===== config.mk =====
export PLATFORM = sky130hd
export DESIGN_NAME = dual_pulse_gen
export DESIGN_NICKNAME = d
export VERILOG_FILES = /design/src/rtl/dpg_pkg.sv /design/src/rtl/dpg_regs.sv /design/src/rtl/dpg_link.sv /design/src/rtl/dpg_chan.sv /design/src/rtl/dual_pulse_gen.sv
export SDC_FILE = /design/constraint.sdc
export NUM_CORES = 1
export LEC_CHECK = 0
export ABC_AREA = 1
export BUFFER_PORTS_ARGS = -buffer_cell sky130_fd_sc_hd__buf_2
export CORE_MARGIN = 8
export CORE_UTILIZATION = 40
export CTS_BUF_LIST = sky130_fd_sc_hd__clkbuf_4 sky130_fd_sc_hd__clkbuf_8
export DETAILED_ROUTE_END_ITERATION = 16
export SLEW_MARGIN = 20
export SYNTH_ARGS = -nofsm -noshare
export SYNTH_HDL_FRONTEND = slang
export SYNTH_SLANG_ARGS = --single-unit

===== constraint.sdc =====
create_clock -name clk -period 1.9 [get_ports clk]
set_input_delay 0.285 -clock clk [delete_from_list [all_inputs] [get_ports clk]]
set_output_delay 0.285 -clock clk [all_outputs]
set_load 0.02 [all_outputs]

===== src/rtl/dpg_pkg.sv =====
package dpg_pkg;
  localparam int unsigned NCH = 2;

  typedef enum logic [1:0] {
    MODE_SPLIT = 2'b00,
    MODE_PRESC = 2'b01,
    MODE_RSVD  = 2'b10,
    MODE_WIDE  = 2'b11
  } mode_e;

  localparam int unsigned RUN0_B = 0;
  localparam int unsigned RUN1_B = 1;
  localparam int unsigned IEN_B  = 2;
  localparam int unsigned FLAG_B = 3;
  localparam int unsigned MODE_L = 4;
  localparam int unsigned MODE_H = 5;

  localparam int unsigned ADDR_CTRL = 0;
  localparam int unsigned ADDR_WID0 = 1;
endpackage


===== src/rtl/dpg_regs.sv =====
module dpg_regs
  import dpg_pkg::*;
#(
  parameter int unsigned W  = 8,
  parameter int unsigned AW = 3
) (
  input  logic                  clk,
  input  logic                  rst,
  input  logic                  wr_en,
  input  logic                  rd_en,
  input  logic                  rmw,
  input  logic [AW-1:0]         addr,
  input  logic [W-1:0]          wr_data,
  input  logic                  flag_set,
  output logic [NCH-1:0]        run,
  output logic                  ien,
  output logic                  flag,
  output logic [1:0]            mode,
  output logic [NCH-1:0][W-1:0] wid_lo,
  output logic [NCH-1:0][W-1:0] wid_hi,
  output logic [W-1:0]          rd_data
);
  logic          ctrl_wr;
  logic [W-1:0]  ctrl_rd;

  assign ctrl_wr = wr_en && (addr == AW'(ADDR_CTRL));

  always_ff @(posedge clk) begin
    if (rst) begin
      run  <= '0;
      ien  <= 1'b0;
      mode <= 2'b00;
      flag <= 1'b0;
    end else begin
      if (ctrl_wr) begin
        run[0] <= wr_data[RUN0_B];
        run[1] <= wr_data[RUN1_B];
        ien    <= wr_data[IEN_B];
        mode   <= wr_data[MODE_H:MODE_L];
      end
      if (flag_set)
        flag <= 1'b1;
      else if (ctrl_wr && !wr_data[FLAG_B])
        flag <= 1'b0;
    end
  end

  always_ff @(posedge clk) begin
    if (rst) begin
      wid_lo <= '0;
      wid_hi <= '0;
    end else if (wr_en) begin
      for (int i = 0; i < NCH; i++) begin
        if (addr == AW'(ADDR_WID0 + 2*i))
          wid_lo[i] <= wr_data;
        if (addr == AW'(ADDR_WID0 + 2*i + 1))
          wid_hi[i] <= wr_data;
      end
    end
  end

  always_comb begin
    ctrl_rd                = '0;
    ctrl_rd[RUN0_B]        = run[0];
    ctrl_rd[RUN1_B]        = run[1];
    ctrl_rd[IEN_B]         = ien;
    ctrl_rd[FLAG_B]        = flag | rmw;
    ctrl_rd[MODE_H:MODE_L] = mode;
  end

  always_ff @(posedge clk) begin
    if (rst) begin
      rd_data <= '0;
    end else if (rd_en) begin
      rd_data <= '0;
      if (addr == AW'(ADDR_CTRL))
        rd_data <= ctrl_rd;
      for (int i = 0; i < NCH; i++) begin
        if (addr == AW'(ADDR_WID0 + 2*i))
          rd_data <= wid_lo[i];
        if (addr == AW'(ADDR_WID0 + 2*i + 1))
          rd_data <= wid_hi[i];
      end
    end
  end
endmodule


===== src/rtl/dpg_link.sv =====
module dpg_link
  import dpg_pkg::*;
(
  input  logic [1:0]     mode,
  input  logic           tick,
  input  logic [NCH-1:0] run,
  input  logic [NCH-1:0] zero,
  output logic [NCH-1:0] run_ch,
  output logic [NCH-1:0] ce,
  output logic [NCH-1:0] reload,
  output logic [NCH-1:0] oen
);
  always_comb begin
    run_ch = run;
    ce     = '0;
    reload = '0;
    oen    = 2'b11;
    case (mode_e'(mode))
      MODE_SPLIT: begin
        ce     = {tick, tick};
        reload = zero;
      end
      MODE_PRESC: begin
        ce[0]  = tick;
        ce[1]  = tick && zero[0] && run[0];
        reload = zero;
        oen    = 2'b10;
      end
      MODE_WIDE: begin
        run_ch = {run[1], run[1]};
        ce[0]  = tick;
        ce[1]  = tick && zero[0];
        reload = {zero[0] && zero[1], zero[0] && zero[1]};
        oen    = 2'b10;
      end
      default: begin
        ce     = '0;
        reload = '0;
      end
    endcase
  end
endmodule


===== src/rtl/dpg_chan.sv =====
module dpg_chan #(
  parameter int unsigned W = 8
) (
  input  logic         clk,
  input  logic         rst,
  input  logic         run,
  input  logic         ce,
  input  logic         reload,
  input  logic [W-1:0] lo,
  input  logic [W-1:0] hi,
  output logic [W-1:0] cnt,
  output logic         zero,
  output logic         phase
);
  assign zero = (cnt == '0);

  always_ff @(posedge clk) begin
    if (rst) begin
      cnt   <= '0;
      phase <= 1'b0;
    end else if (!run) begin
      cnt   <= lo;
      phase <= 1'b0;
    end else if (ce) begin
      if (reload) begin
        phase <= ~phase;
        cnt   <= phase ? lo : hi;
      end else begin
        cnt <= cnt - W'(1);
      end
    end
  end
endmodule


===== src/rtl/dual_pulse_gen.sv =====
module dual_pulse_gen
  import dpg_pkg::*;
#(
  parameter int unsigned W  = 8,
  parameter int unsigned AW = 3
) (
  input  logic          clk,
  input  logic          rst,
  input  logic          tick_i,
  input  logic          wr_en_i,
  input  logic          rd_en_i,
  input  logic          rmw_i,
  input  logic [AW-1:0] addr_i,
  input  logic [W-1:0]  wr_data_i,
  output logic [W-1:0]  rd_data_o,
  output logic          pulse0_o,
  output logic          pulse1_o,
  output logic          irq_o
);
  logic [NCH-1:0]        run_q;
  logic                  ien_q;
  logic                  flag_q;
  logic [1:0]            mode_q;
  logic [NCH-1:0][W-1:0] wid_lo;
  logic [NCH-1:0][W-1:0] wid_hi;
  logic [NCH-1:0][W-1:0] cnt;
  logic [NCH-1:0]        zero;
  logic [NCH-1:0]        phase;
  logic [NCH-1:0]        run_ch;
  logic [NCH-1:0]        ce;
  logic [NCH-1:0]        reload;
  logic [NCH-1:0]        oen;
  logic                  flag_set;

  dpg_regs #(.W(W), .AW(AW)) u_regs (
    .clk      (clk),
    .rst      (rst),
    .wr_en    (wr_en_i),
    .rd_en    (rd_en_i),
    .rmw      (rmw_i),
    .addr     (addr_i),
    .wr_data  (wr_data_i),
    .flag_set (flag_set),
    .run      (run_q),
    .ien      (ien_q),
    .flag     (flag_q),
    .mode     (mode_q),
    .wid_lo   (wid_lo),
    .wid_hi   (wid_hi),
    .rd_data  (rd_data_o)
  );

  dpg_link u_link (
    .mode   (mode_q),
    .tick   (tick_i),
    .run    (run_q),
    .zero   (zero),
    .run_ch (run_ch),
    .ce     (ce),
    .reload (reload),
    .oen    (oen)
  );

  for (genvar g = 0; g < NCH; g++) begin : g_chan
    dpg_chan #(.W(W)) u_chan (
      .clk    (clk),
      .rst    (rst),
      .run    (run_ch[g]),
      .ce     (ce[g]),
      .reload (reload[g]),
      .lo     (wid_lo[g]),
      .hi     (wid_hi[g]),
      .cnt    (cnt[g]),
      .zero   (zero[g]),
      .phase  (phase[g])
    );
  end

  assign flag_set = run_ch[1] && ce[1] && reload[1];
  assign pulse0_o = phase[0] && oen[0];
  assign pulse1_o = phase[1] && oen[1];
  assign irq_o    = ien_q && flag_q;
endmodule


==> load_flow_metrics.sql <==
INSERT INTO impl_metrics (metric_group, metric, value, unit) VALUES
('floorplan', 'design.die.area', '0.0120', 'mm²'),
('cts', 'cts-root-buf', 'clkbuf_8', ''),
('global_routing', 'globalRouteTotalUtil', '0.173', ''),
('drt', 'routed_antenna_nets', '0', ''),
('timing', 'final_max_slew_viol_count', '0', ''),
('pwr', 'vdd_drop_max', '0.454', 'mV'),
('synthesis', 'synth_sequential_area_ratio', '0.365', ''),
('floorplan', 'num_io_pins', '28', ''),
('critical_path', 'crit_chain', 'inv_1 -> ha_1 -> nand2_2 -> nor2_4 -> nor2_2 -> nor2_4 -> nand2_2 -> nand3_1 -> nand2_1 -> nor2_1 -> nor2_1', ''),
('timing', 'period_share', '0.908', ''),
('critical_path', 'worst_setup_path_start_kind', 'flop', ''),
('timing', 'worst_slew_pin_slew', '0.454', 'ns'),
('critical_path', 'endpoint_kind', 'flop', ''),
('global_routing', 'globalRoute.totalOverflow', '0', ''),
('drt', 'wl', '9.96', 'mm'),
('synthesis', 'avgSynthCellArea', '6.81', 'µm²'),
('cells_and_area', 'final_common_cell', 'nand2_1', ''),
('cts', 'number_of_buffers_created_by_cts', '9', ''),
('timing', 'period_minus_slack', '1.73', 'ns'),
('cts', 'ctsLongestPathBuffers', '2', ''),
('cells_and_area', 'fin_area', '0.00392', 'mm²'),
('critical_path', 'worst-path-max-fanout', '8', ''),
('place', 'hpwl', '7.21', 'mm'),
('floorplan', 'rows', '34', ''),
('synthesis', 'synth.distinct_cells', '37', ''),
('synthesis', 'synth.top_cells.by_area', 'dfxtp_1 37%, nand2_1 10%, a21oi_1 8.0%', ''),
('place', 'finalWeightedCongestion', '0.883', ''),
('critical_path', 'path_class', 'flop to flop', ''),
('drt', 'drt_pre_antenna_iters', '4', ''),
('place', 'place.port_buffers', '27', ''),
('critical_path', 'required', '2.12', 'ns'),
('critical_path', 'timing.critical_path.max_delay_family', 'simple AND/OR/NAND/NOR gates', ''),
('global_routing', 'grt_antenna_before_repair', '0', ''),
('critical_path', 'cpMaxStageDelayCell', 'dfxtp_1', ''),
('place', 'dpl_cell_area', '0.00373', 'mm²'),
('drt', 'route.detailed.drc', '0', ''),
('timing', 'rsz0062_at_grt', 'false', ''),
('floorplan', 'core-area', '0.00864', 'mm²'),
('cells_and_area', 'layout.cells.most_common_list', '95 x nand2_1, 64 x dfxtp_1, 62 x inv_1', ''),
('drt', 'drt-vias-per-instance', '5.20', ''),
('synthesis', 'syn-num-nets', '535', ''),
('pwr', 'power.static_leakage', '1.55', 'nW'),
('timing', 'final.setup.tns', '0', 'ns'),
('synthesis', 'postSynthCellCount', '515', ''),
('job', 'maxCapViolations', '0', ''),
('cells_and_area', 'synthToLayoutAreaGrowth', '11.8', '%'),
('cts', 'clock_sinks', '64', ''),
('status', 'outcome', 'finished, final reports clean', ''),
('cts', 'clk_pin_slew_worst_paths', '0.08', 'ns'),
('critical_path', 'cp.buffers_inverters', '1', ''),
('floorplan', 'dieHeight', '110', 'µm'),
('timing', 'fmax', '580', 'MHz'),
('timing', 'finClkSkew', '0.0111', 'ns'),
('timing', 'hold_viol_final', '0', ''),
('synthesis', 'ys.flop_type', 'dfxtp_1', ''),
('synthesis', 'synth-edff-count', '0', ''),
('cells_and_area', 'drive_above_1_share', '0.147', ''),
('cells_and_area', 'nNetsFinal', '558', ''),
('cts', 'tritoncts', 'yes', ''),
('drt', 'detailed_route_via_count', '3384', ''),
('cts', 'cts_htree_levels', '3', ''),
('drt', 'route.detailed.wl_per_inst', '15.3', 'µm'),
('global_routing', 'wire_length_of_the_first_global_routing_pass', '16.0', 'mm'),
('synthesis', 'ys_async_sr_fraction', '0', ''),
('synthesis', 'netlist_area', '0.00351', 'mm²'),
('hold_path', 'min_path_type', 'input pin to flop', ''),
('floorplan', 'initial_core_util', '0.406', ''),
('global_routing', 'maximum_number_of_pins_on_one_net_before_global_route_repair', '38', ''),
('timing', 'whs', '0.269', 'ns'),
('floorplan', 'die_width', '110', 'µm'),
('global_routing', 'first_global_vias', '3166', ''),
('synthesis', 'count_of_warnings_emitted_by_yosys', '0', ''),
('critical_path', 'worst_ep_arrival_time', '1.95', 'ns'),
('drt', 'drt_iter0_drc', '202', ''),
('synthesis', 'number_of_synthesized_register_bits', '64', ''),
('synthesis', 'synth_largest_area_cell', 'dfxtp_1', ''),
('timing', 'setup_viol_count_final', '0', ''),
('cells_and_area', 'insertedDiodeCount', '0', ''),
('cts', 'clock_latency', '0.35', 'ns'),
('cts', 'cts_setup_buffers', '0', ''),
('synthesis', 'yosysTopAreaCellShare', '0.365', ''),
('timing', 'slew_headroom', '0.697', ''),
('critical_path', 'crit_path_largest_cell_delay', '0.31', 'ns'),
('pwr', 'power.density', '768', 'mW/mm²');
-- path summary, 6_finish.rpt --
check | start | endpoint | slack (ns) | cells past startpoint
worst max-delay path | g_chan[0].u_chan.cnt[0]$_SDFFE_PP0P_ | g_chan[1].u_chan.cnt[1]$_SDFFE_PP0P_ | 0.17 | 11
worst min-delay path | wr_data_i[7] | u_regs.wid_lo[15]$_SDFFE_PP0P_ | 0.27 | 3
worst max register to register | g_chan[0].u_chan.cnt[0]$_SDFFE_PP0P_ | g_chan[1].u_chan.cnt[1]$_SDFFE_PP0P_ | 0.17 | 11
worst min register to register | u_regs.rd_data[1]$_SDFFE_PP0P_ | u_regs.rd_data[1]$_SDFFE_PP0P_ | 0.47 | 2
-- cell families after synthesis --
| family | after synthesis | share of synthesized area |
|---|---|---|
| muxes | 3 | 0.00856 |
| AOI/OAI and AO/OA | 141 | 0.225 |
| and+or+nand+nor | 202 | 0.259 |
| adders and majority gates | 3 | 0.0107 |
| DFF | 64 | 0.365 |
| buffers and inverters | 91 | 0.104 |
| xor gates and xnor gates | 11 | 0.0275 |
-- worst register-to-register path, stage by stage, from the launching register on --
cell,delay (ns)
dfxtp_1,0.31
inv_1,0.12
ha_1,0.24
nand2_2,0.13
nor2_4,0.19
nor2_2,0.07
nor2_4,0.11
nand2_2,0.14
nand3_1,0.11
nand2_1,0.05
nor2_1,0.09
nor2_1,0.04
-- synthesized netlist by cell type, types with 5 or more instances --
cell / n
o21ai_0: 47
clkbuf_1: 13
nor2_1: 52
buf_2: 6
xor2_1: 6
inv_1: 62
xnor2_1: 5
a21oi_1: 56
o211ai_1: 7
o22ai_1: 9
nand2_1: 95
dfxtp_1: 64
nand2_2: 6
nand4_1: 5
nand3_1: 31
o21ai_1: 10
-- layout make-up --
cell class	count	area [µm²]
clock buffer	12	159
clock inverter	4	28.8
fill	918	4710
inverter	69	264
multi-input combinational	360	1870
sequential	64	1280
tap	108	135
timing repair buffer	34	188
-- through the flow --
step	cells	power, W	setup WS [ns]	util
after global routing	651	0.00316	0.0156	0.454
final	651	0.00301	0.174	0.454
after detailed placement	635	0.00191	0.188	0.432
after global placement	635	0.00191	0.242	0.432
after CTS	651	0.00303	0.181	0.454
after floorplan	515	0.00179	0.376	-
-- layer usage --
layer / vias to the layer above / part of all wire / global-route usage / wire (µm)
met5: - / 0 / 0 / 0
met1: 1540 / 0.50 / 0.243 / 4970
met2: 89 / 0.43 / 0.254 / 4310
met4: 0 / 0.024 / 0.0781 / 239
met3: 15 / 0.045 / 0.0293 / 444
li1: 1740 / - / - / -
-- flip-flops by register name (all words and copies together) (netlist names) --
name	count
u_regs.mode	2
u_regs.wid_hi	16
u_regs.rd_data	8
g_chan.u_chan.cnt	16
u_regs.ien	1
u_regs.run	2
u_regs.flag	1
u_regs.wid_lo	16
g_chan.u_chan.phase	2
-- where the power goes --
part,internal (W),total [W],switching (W)
Combinational,0.000158,0.000478,0.000321
Sequential,0.00138,0.00141,0.0000305
Clock,0.000560,0.00112,0.000560
Total,0.00210,0.00301,0.000912
-- repair_timing --
item,4_1_cts,5_1_grt
hold buffers,0,0
endpoints found under the setup margin,0,1
gates resized for setup,0,1
Power figures use the tool's default switching activity.
